File: config.mk
export PLATFORM = sky130hd
export DESIGN_NAME = phy_mode_ctrl
export DESIGN_NICKNAME = d
export VERILOG_FILES = /design/src/rtl/phy_mode_pkg.sv /design/src/rtl/mode_resolve.sv /design/src/rtl/crs_gen.sv /design/src/rtl/pol_track.sv /design/src/rtl/led_status.sv /design/src/rtl/phy_mode_ctrl.sv
export SDC_FILE = /design/constraint.sdc
export NUM_CORES = 1
export LEC_CHECK = 0
export BUFFER_PORTS_ARGS = -buffer_cell sky130_fd_sc_hd__buf_4
export CORE_AREA = 5 5 42 44
export DETAILED_ROUTE_END_ITERATION = 8
export DIE_AREA = 0 0 47 49
export PLACE_DENSITY = 0.66
export SYNTH_ARGS = -nofsm -noshare
export SYNTH_HDL_FRONTEND = slang
export SYNTH_SLANG_ARGS = --single-unit
File: constraint.sdc
create_clock -name clk -period 1.45 [get_ports clk]
set_input_delay 0.29 -clock clk [delete_from_list [all_inputs] [get_ports clk]]
set_output_delay 0.29 -clock clk [all_outputs]
set_load 0.01 [all_outputs]
File: src/rtl/phy_mode_pkg.sv
package phy_mode_pkg;

    typedef struct packed {
        logic speed100;
        logic full_dup;
    } chan_mode_t;

    typedef enum logic [1:0] {
        LED0_SPEED = 2'd0,
        LED0_LINK  = 2'd1,
        LED0_CRS   = 2'd2,
        LED0_COL   = 2'd3
    } led0_evt_e;

    function automatic logic led0_event(input led0_evt_e sel, input logic spd,
                                        input logic link_ok, input logic cs,
                                        input logic col);
        case (sel)
            LED0_SPEED: return spd;
            LED0_LINK:  return link_ok;
            LED0_CRS:   return cs;
            default:    return col;
        endcase
    endfunction

endpackage

File: src/rtl/mode_resolve.sv
module mode_resolve
    import phy_mode_pkg::*;
(
    input  logic       an_enable,
    input  logic       reg_duplex,
    input  logic       pin_duplex,
    input  logic       reg_speed100,
    input  logic       pin_speed100,
    input  logic       an_speed100,
    input  logic       an_full_duplex,
    output chan_mode_t mode
);
    chan_mode_t forced;

    always_comb begin
        // forced 100 Mbps needs bit and pin to agree
        forced.speed100 = reg_speed100 & pin_speed100;
        forced.full_dup = reg_duplex | pin_duplex;
        if (an_enable) begin
            mode.speed100 = an_speed100;
            mode.full_dup = an_full_duplex;
        end else begin
            mode = forced;
        end
    end
endmodule

File: src/rtl/crs_gen.sv
module crs_gen
    import phy_mode_pkg::*;
(
    input  chan_mode_t mode,
    input  logic       tx_en,
    input  logic       rx_carrier,
    input  logic       collision_in,
    input  logic       link_fail,
    input  logic       jabber,
    input  logic       rmii_mode,
    output logic       crs,
    output logic       col_out
);
    logic loop_block;
    logic loop_term;

    always_comb begin
        loop_block = collision_in | mode.full_dup | link_fail | rmii_mode
                   | (jabber & ~mode.speed100);
        loop_term  = tx_en & ~loop_block;
        crs        = rx_carrier | loop_term;
        col_out    = collision_in & ~mode.full_dup;
    end
endmodule

File: src/rtl/pol_track.sv
module pol_track
    import phy_mode_pkg::*;
#(
    parameter int DW = 8
) (
    input  logic          clk,
    input  logic          rst,
    input  chan_mode_t    mode,
    input  logic          link_fail,
    input  logic          soi_valid,
    input  logic          soi_inverted,
    input  logic          autopol_dis,
    input  logic [DW-1:0] rx_data_in,
    output logic [DW-1:0] rx_data_out,
    output logic          rev_pol
);
    logic do_fix;

    always_ff @(posedge clk) begin
        if (rst || link_fail)
            rev_pol <= 1'b0;
        else if (soi_valid && !mode.speed100)
            rev_pol <= soi_inverted;
    end

    always_comb begin
        do_fix      = rev_pol & ~autopol_dis & ~mode.speed100;
        rx_data_out = rx_data_in ^ {DW{do_fix}};
    end


    rev_clear_chk: assert property (@(posedge clk) disable iff (rst)
        link_fail |=> !rev_pol);


    rev_hold_fast_chk: assert property (@(posedge clk) disable iff (rst)
        (mode.speed100 && !link_fail) |=> $stable(rev_pol));
endmodule

File: src/rtl/led_status.sv
module led_status
    import phy_mode_pkg::*;
(
    input  logic       clk,
    input  logic       rst,
    input  chan_mode_t mode,
    input  logic [1:0] led_sel,
    input  logic       link_fail,
    input  logic       crs,
    input  logic       col_out,
    output logic       stat_speed100,
    output logic       stat_full_duplex,
    output logic       led0_n,
    output logic       led1_n
);
    logic led0_on;

    always_comb
        led0_on = led0_event(led0_evt_e'(led_sel), mode.speed100, ~link_fail, crs, col_out);

    always_ff @(posedge clk) begin
        if (rst) begin
            stat_speed100    <= 1'b0;
            stat_full_duplex <= 1'b0;
            led0_n           <= 1'b1;
            led1_n           <= 1'b1;
        end else begin
            stat_speed100    <= mode.speed100;
            stat_full_duplex <= mode.full_dup;
            led0_n           <= ~led0_on;
            led1_n           <= ~mode.full_dup;
        end
    end
endmodule

File: src/rtl/phy_mode_ctrl.sv
module phy_mode_ctrl
    import phy_mode_pkg::*;
#(
    parameter int DW = 8
) (
    input  logic          clk,
    input  logic          rst,
    input  logic          an_enable,
    input  logic          reg_duplex,
    input  logic          pin_duplex,
    input  logic          reg_speed100,
    input  logic          pin_speed100,
    input  logic          an_speed100,
    input  logic          an_full_duplex,
    input  logic [1:0]    led_sel,
    input  logic          tx_en,
    input  logic          rx_carrier,
    input  logic          collision_in,
    input  logic          link_fail,
    input  logic          jabber,
    input  logic          rmii_mode,
    input  logic          autopol_dis,
    input  logic          soi_valid,
    input  logic          soi_inverted,
    input  logic [DW-1:0] rx_data_in,
    output logic [DW-1:0] rx_data_out,
    output logic          crs,
    output logic          col_out,
    output logic          stat_speed100,
    output logic          stat_full_duplex,
    output logic          stat_rev_pol,
    output logic          led0_n,
    output logic          led1_n
);
    chan_mode_t mode;

    mode_resolve u_mode (
        .an_enable      (an_enable),
        .reg_duplex     (reg_duplex),
        .pin_duplex     (pin_duplex),
        .reg_speed100   (reg_speed100),
        .pin_speed100   (pin_speed100),
        .an_speed100    (an_speed100),
        .an_full_duplex (an_full_duplex),
        .mode           (mode)
    );

    crs_gen u_crs (
        .mode         (mode),
        .tx_en        (tx_en),
        .rx_carrier   (rx_carrier),
        .collision_in (collision_in),
        .link_fail    (link_fail),
        .jabber       (jabber),
        .rmii_mode    (rmii_mode),
        .crs          (crs),
        .col_out      (col_out)
    );

    pol_track #(.DW(DW)) u_pol (
        .clk          (clk),
        .rst          (rst),
        .mode         (mode),
        .link_fail    (link_fail),
        .soi_valid    (soi_valid),
        .soi_inverted (soi_inverted),
        .autopol_dis  (autopol_dis),
        .rx_data_in   (rx_data_in),
        .rx_data_out  (rx_data_out),
        .rev_pol      (stat_rev_pol)
    );

    led_status u_led (
        .clk              (clk),
        .rst              (rst),
        .mode             (mode),
        .led_sel          (led_sel),
        .link_fail        (link_fail),
        .crs              (crs),
        .col_out          (col_out),
        .stat_speed100    (stat_speed100),
        .stat_full_duplex (stat_full_duplex),
        .led0_n           (led0_n),
        .led1_n           (led1_n)
    );


    crs_fdx_chk: assert property (@(posedge clk) disable iff (rst)
        (mode.full_dup && !rx_carrier) |-> !crs);


    col_fdx_chk: assert property (@(posedge clk) disable iff (rst)
        mode.full_dup |-> !col_out);


    led1_match_chk: assert property (@(posedge clk) disable iff (rst)
        led1_n == !stat_full_duplex);


    crs_carrier_chk: assert property (@(posedge clk) disable iff (rst)
        rx_carrier |-> crs);
endmodule

# After elaboration in Yosys (flattened, before gate mapping)
# Index checks and enable logic that the tools add are counted.
# classes
eq_ne	2
n_mux	2
bitwise_logic	19
reduce_logical	4
# op_table
operator	count
$xor A8 B8 Y8	1
$and A1 B1 Y1	6
$not A1 Y1	6
$or A1 B1 Y1	6
$pmux W1 S3	1
$eq A2 B1 Y1 const B	1
$eq A2 B2 Y1 const B	1
$logic_not A2 Y1	1
$mux W2	1
$logic_and A1 B1 Y1	1
$logic_not A1 Y1	1
$logic_or A1 B1 Y1	1
# word_totals
reg_bits	5
inputBits	28
output_inout_bits	15

# Longest topological paths before layout
# depth
ltp_word	11
depth_mapped	5
ltp_nobuf	4

# Cells and area by module
# From an unflattened synthesis, not the netlist that was laid out.
# hier_totals
cells_unflattened	34
area_unflattened_um2	322.8
# modules_own_cells
mod	instances	cells_each	area_per_inst_um2	seq_area_each_um2
pol_track	1	14	135.1	20.0
led_status	1	10	128.9	80.1
crs_gen	1	4	33.8	0.0
mode_resolve	1	6	25.0	0.0

# Least setup slack after synthesis
# OpenSTA, ideal clock, no wires.
# synth_path
kind	input-to-output
from	in pin_speed100
to	out rx_data_out[0]
arrival_ns	1.143
t_required_ns	1.160
path_slack_ns	0.017
cell_stages	5
path_cell_list	and3b_1 a21oi_2 nand3b_1 buf_6 xnor2_1
# synth_via
elab_chain_len	5
# synth_lines
element	line_no	text
start, declared	phy_mode_ctrl.sv:12	input logic pin_speed100,
$and A1 B1 Y1	mode_resolve.sv:17	forced.speed100 = reg_speed100 & pin_speed100;
$mux W2	mode_resolve.sv:19	if (an_enable) begin
$not A1 Y1	pol_track.sv:27	do_fix = rev_pol & ~autopol_dis & ~mode.speed100;
$and A1 B1 Y1	pol_track.sv:27	
$xor A8 B8 Y8	pol_track.sv:28	rx_data_out = rx_data_in ^ {DW{do_fix}};
end, declared	phy_mode_ctrl.sv:26	output logic [DW-1:0] rx_data_out,
# No other way between the ends.

# Worst setup path after layout
# layout_path
from	in pin_speed100
to	out rx_data_out[1]
# Same word-level chain as after synthesis.

==> results.cfg <==
[cts]
h_tree_depth_reported_by_cts = 1
ctsRootBufferMaster = sky130_fd_sc_hd__clkbuf_4
clk-insertion-delay-late_ps = 230
clkSlewWorstSetupHoldPaths_ps = 40
cts_tree = built
cts_made_buffers = 3
cts-root-to-sink-buffers = 2
hold_buffers = 0
numClockSinks = 5

[grt]
number_of_antenna_violations_at_the_first_check_in_global_routing = 0
gr-usage-all-layers_pct = 9.09
grt.overflow.total = 0
number_of_global_route_vias_before_repair = 436
grt_first_pass_wirelength_um = 1570
grt_max_degree = 9

[die]
die-width_um = 47
design.portCount = 43
start_util_pct = 23.8
floorplan.rows = 14
die_height_um = 49
core_area_um2 = 1400
die_area_um2 = 2300

[detailed_routing]
drt_first_iter_violations = 3
route.layer.met1.wl_um = 322
drcViolationCount = 0
detail_route.wirelength_um = 1070
highest_layer = met3
routed_wire_per_std_cell_um = 10.5
dr_wl_met2_um = 509
vias = 464
final_antenna_net_count = 0
detailroute.wirelength.met3_um = 235
via_cell_ratio = 4.55
detailedRoute.firstPassIterationCount = 4

[logic_synthesis]
dominant_combinational_cell_family_by_area_after_synthesis = simple AND/OR/NAND/NOR gates
ys_top_cells_by_count = sky130_fd_sc_hd__xnor2_1 (8), sky130_fd_sc_hd__dfxtp_1 (5), sky130_fd_sc_hd__a21oi_1 (2), sky130_fd_sc_hd__nand2b_1 (2), sky130_fd_sc_hd__nor2_1 (2)
mux_cell_area_share_after_synthesis_pct = 0
netlist_area_um2 = 334
seq_area_frac_synth_pct = 30.0
yosys_register_bits = 5
synth_compound_area_share_pct = 22.1
syn_nets = 65
synth_top_cells_by_area = sky130_fd_sc_hd__dfxtp_1 (30%), sky130_fd_sc_hd__xnor2_1 (21%), sky130_fd_sc_hd__nand2b_1 (3.7%), sky130_fd_sc_hd__buf_6 (3.4%), sky130_fd_sc_hd__a21bo_2 (3.0%)
leading_register_cell_type_out_of_synthesis = sky130_fd_sc_hd__dfxtp_1
yosys.area_share.simple_pct = 22.5
number_of_synthesized_flops_with_an_enable_pin = 0
synth_top_area_share_pct = 30.0
yosys.area_share.xor_xnor_pct = 21.0
synth_cell_type_count = 23
async_flop_share_pct = 0
synth_most_common_cell = sky130_fd_sc_hd__xnor2_1
synthCells = 37
post-synth-top-area-cell = sky130_fd_sc_hd__dfxtp_1
synth_area_per_cell_um2 = 9.03
synthAdderAreaFrac_pct = 0
yosysWarnings = 0

[setup_path]
most_numerous_cell_on_the_critical_path = sky130_fd_sc_hd__buf_6
setup.worst_path.start_class = primary input
worst-path-max-fanout = 8
crit_arrival_ps = 1210
rrSetupSlack_ps = 600
crit_path_end = rx_data_out[1]
cp_cell_sequence = buf_6 -> and3b_1 -> a21oi_2 -> nand3b_1 -> buf_6 -> xnor2_2 -> buf_4
endpoint_kind = primary output
critPathLaunch = pin_speed100
critical_path.reg2reg.startpoint = u_pol.rev_pol
criticalPathCategory = in -> out
regToRegEndpoint = u_pol.rev_pol
crit_required_ps = 1160
crit_path_top_delay_cell = sky130_fd_sc_hd__and3b_1
ff2ff_path_depth = 2
critPathMaxStageDelay_ps = 170

[outcome]
outcome = finished with violations
failed_checks = setup timing

[power_and_ir_drop]
peakVddDrop_v = 0.000417
static-leakage-power_nw = 0.431
p_total_w = 0.000492
power-per-cell-area_nw_per_um2 = 610

[timing]
final_cycle_share_pct = 103
timing.final.setup_violations = 8
slew_headroom_pct = 86.1
maxClockFrequency_ghz = 0.668
final_count_of_hold_timing_violations = 0
layout_min_cycle_time_ps = 1500
worst_pin_slew_ps = 205
timing.final.ws_setup_ps = -46.6
report.final.slew_viol_count = 0
grt_setup_unrepaired = true
finClkSkew_ps = 0

[worst_hold_path]
min_path_cells = 2
worst_hold_path_type = in -> reg

[placement]
port-buffer-count = 42
dpl.hpwl_um = 967
routabilityCongestion = 0.664
pre_cts_ws_ps = -98.2

[job]
timing.max_cap.violations = 0

[cells_and_area]
post_route_cells_drive_above_1_share_pct = 72.1
area_delta_synth_final_pct = 141
antenna_cells_inserted = 0
layout.nets = 115
kinds of logic (layout without fill, tap and decap cells):
kind of cell,count (synthesis),in the layout
AND/OR/NAND/NOR,12,12
buffers and inverters,2,51
AO/OA/AOI/OAI,10,10
flip-flops,5,5
XOR/XNOR,8,8
cell usage in the layout, fill, tap and decap left out:
cell | Yosys | routed
sky130_fd_sc_hd__nand2b_1 | 2 | 2
sky130_fd_sc_hd__o21ai_0 | 1 | 1
sky130_fd_sc_hd__and2_1 | 1 | 1
sky130_fd_sc_hd__buf_4 | 0 | 40
sky130_fd_sc_hd__a31o_2 | 1 | 1
sky130_fd_sc_hd__a211oi_1 | 1 | 1
sky130_fd_sc_hd__xnor2_2 | 0 | 8
sky130_fd_sc_hd__a21bo_2 | 1 | 1
sky130_fd_sc_hd__buf_8 | 0 | 1
sky130_fd_sc_hd__and4b_1 | 1 | 1
sky130_fd_sc_hd__nor2_1 | 2 | 2
sky130_fd_sc_hd__o31ai_2 | 0 | 1
sky130_fd_sc_hd__nand2_1 | 1 | 1
sky130_fd_sc_hd__clkbuf_1 | 0 | 1
sky130_fd_sc_hd__inv_1 | 1 | 1
sky130_fd_sc_hd__clkbuf_4 | 0 | 3
sky130_fd_sc_hd__and3b_1 | 1 | 1
sky130_fd_sc_hd__or2b_1 | 1 | 1
sky130_fd_sc_hd__nand3b_1 | 1 | 1
sky130_fd_sc_hd__a21oi_2 | 1 | 1
sky130_fd_sc_hd__a21o_1 | 1 | 1
sky130_fd_sc_hd__o311ai_1 | 1 | 1
sky130_fd_sc_hd__or2_2 | 1 | 1
sky130_fd_sc_hd__buf_6 | 1 | 5
sky130_fd_sc_hd__a21oi_1 | 2 | 2
sky130_fd_sc_hd__nand3_1 | 1 | 1
sky130_fd_sc_hd__dfxtp_1 | 5 | 5
critical path, delay by kind of cell:
family | cells | cell delay, ps
and+or+nand+nor | 2 | 270
AOI/OAI and AO/OA | 1 | 120
xor gates and xnor gates | 1 | 130
buffers and inverters | 3 | 400
sequential cells by signal (all words and copies together), names as in the netlist:
| name | flops |
|---|---|
| u_led.led0_n | 1 |
| u_led.led1_n | 1 |
| u_led.stat_full_duplex | 1 |
| u_led.stat_speed100 | 1 |
| u_pol.rev_pol | 1 |
worst min path at each step:
stage	slack [ps]	end	startpoint
3_5_place_dp	480	u_pol.rev_pol	link_fail
3_3_place_gp	480	u_pol.rev_pol	link_fail
6_report	230	u_pol.rev_pol	link_fail
5_1_grt	220	u_pol.rev_pol	link_fail
2_1_floorplan	360	u_led.stat_speed100	rst
4_1_cts	230	u_pol.rev_pol	link_fail
repair_timing:
| action | 4_1_cts | 5_1_grt |
|---|---|---|
| gates resized for setup | 11 | 5 |
| buffers inserted | 1 | 0 |
| pin swaps | 3 | 3 |
| endpoints found under the setup margin | 9 | 9 |
| gates cloned | 0 | 0 |
report_power, final:
part	internal, W	total [W]	switching [W]
clock	0.000104	0.000154	0.0000502
combinational	0.000123	0.000189	0.0000656
sequential	0.000147	0.000149	0.00000220
total	0.000374	0.000492	0.000118
metrics by stage:
step	setup TNS (ps)	util, %	hold slack (ps)	area, um^2	instances
floorplan	0	-	362	334	37
global placement	-661	48.6	477	681	97
detailed placement	-665	48.6	477	681	97
CTS	-356	54.8	226	768	102
global route	-851	57.5	224	806	102
finish	-348	57.5	230	806	102
area by class of cell:
cell class,instances,area (um^2)
Multi-Input combinational cell,30,284
Fill cell,124,596
Clock buffer,4,26.3
Timing Repair Buffer,46,372
Inverter,1,3.75
Tap cell,16,20.0
Sequential cell,5,100
layer usage:
metal	GRT usage, %	vias up
met4	2.76	0
met5	0	-
met2	15.6	40
met1	8.37	196
li1	-	228
met3	5.90	0
(Power assumes the default switching activity.)
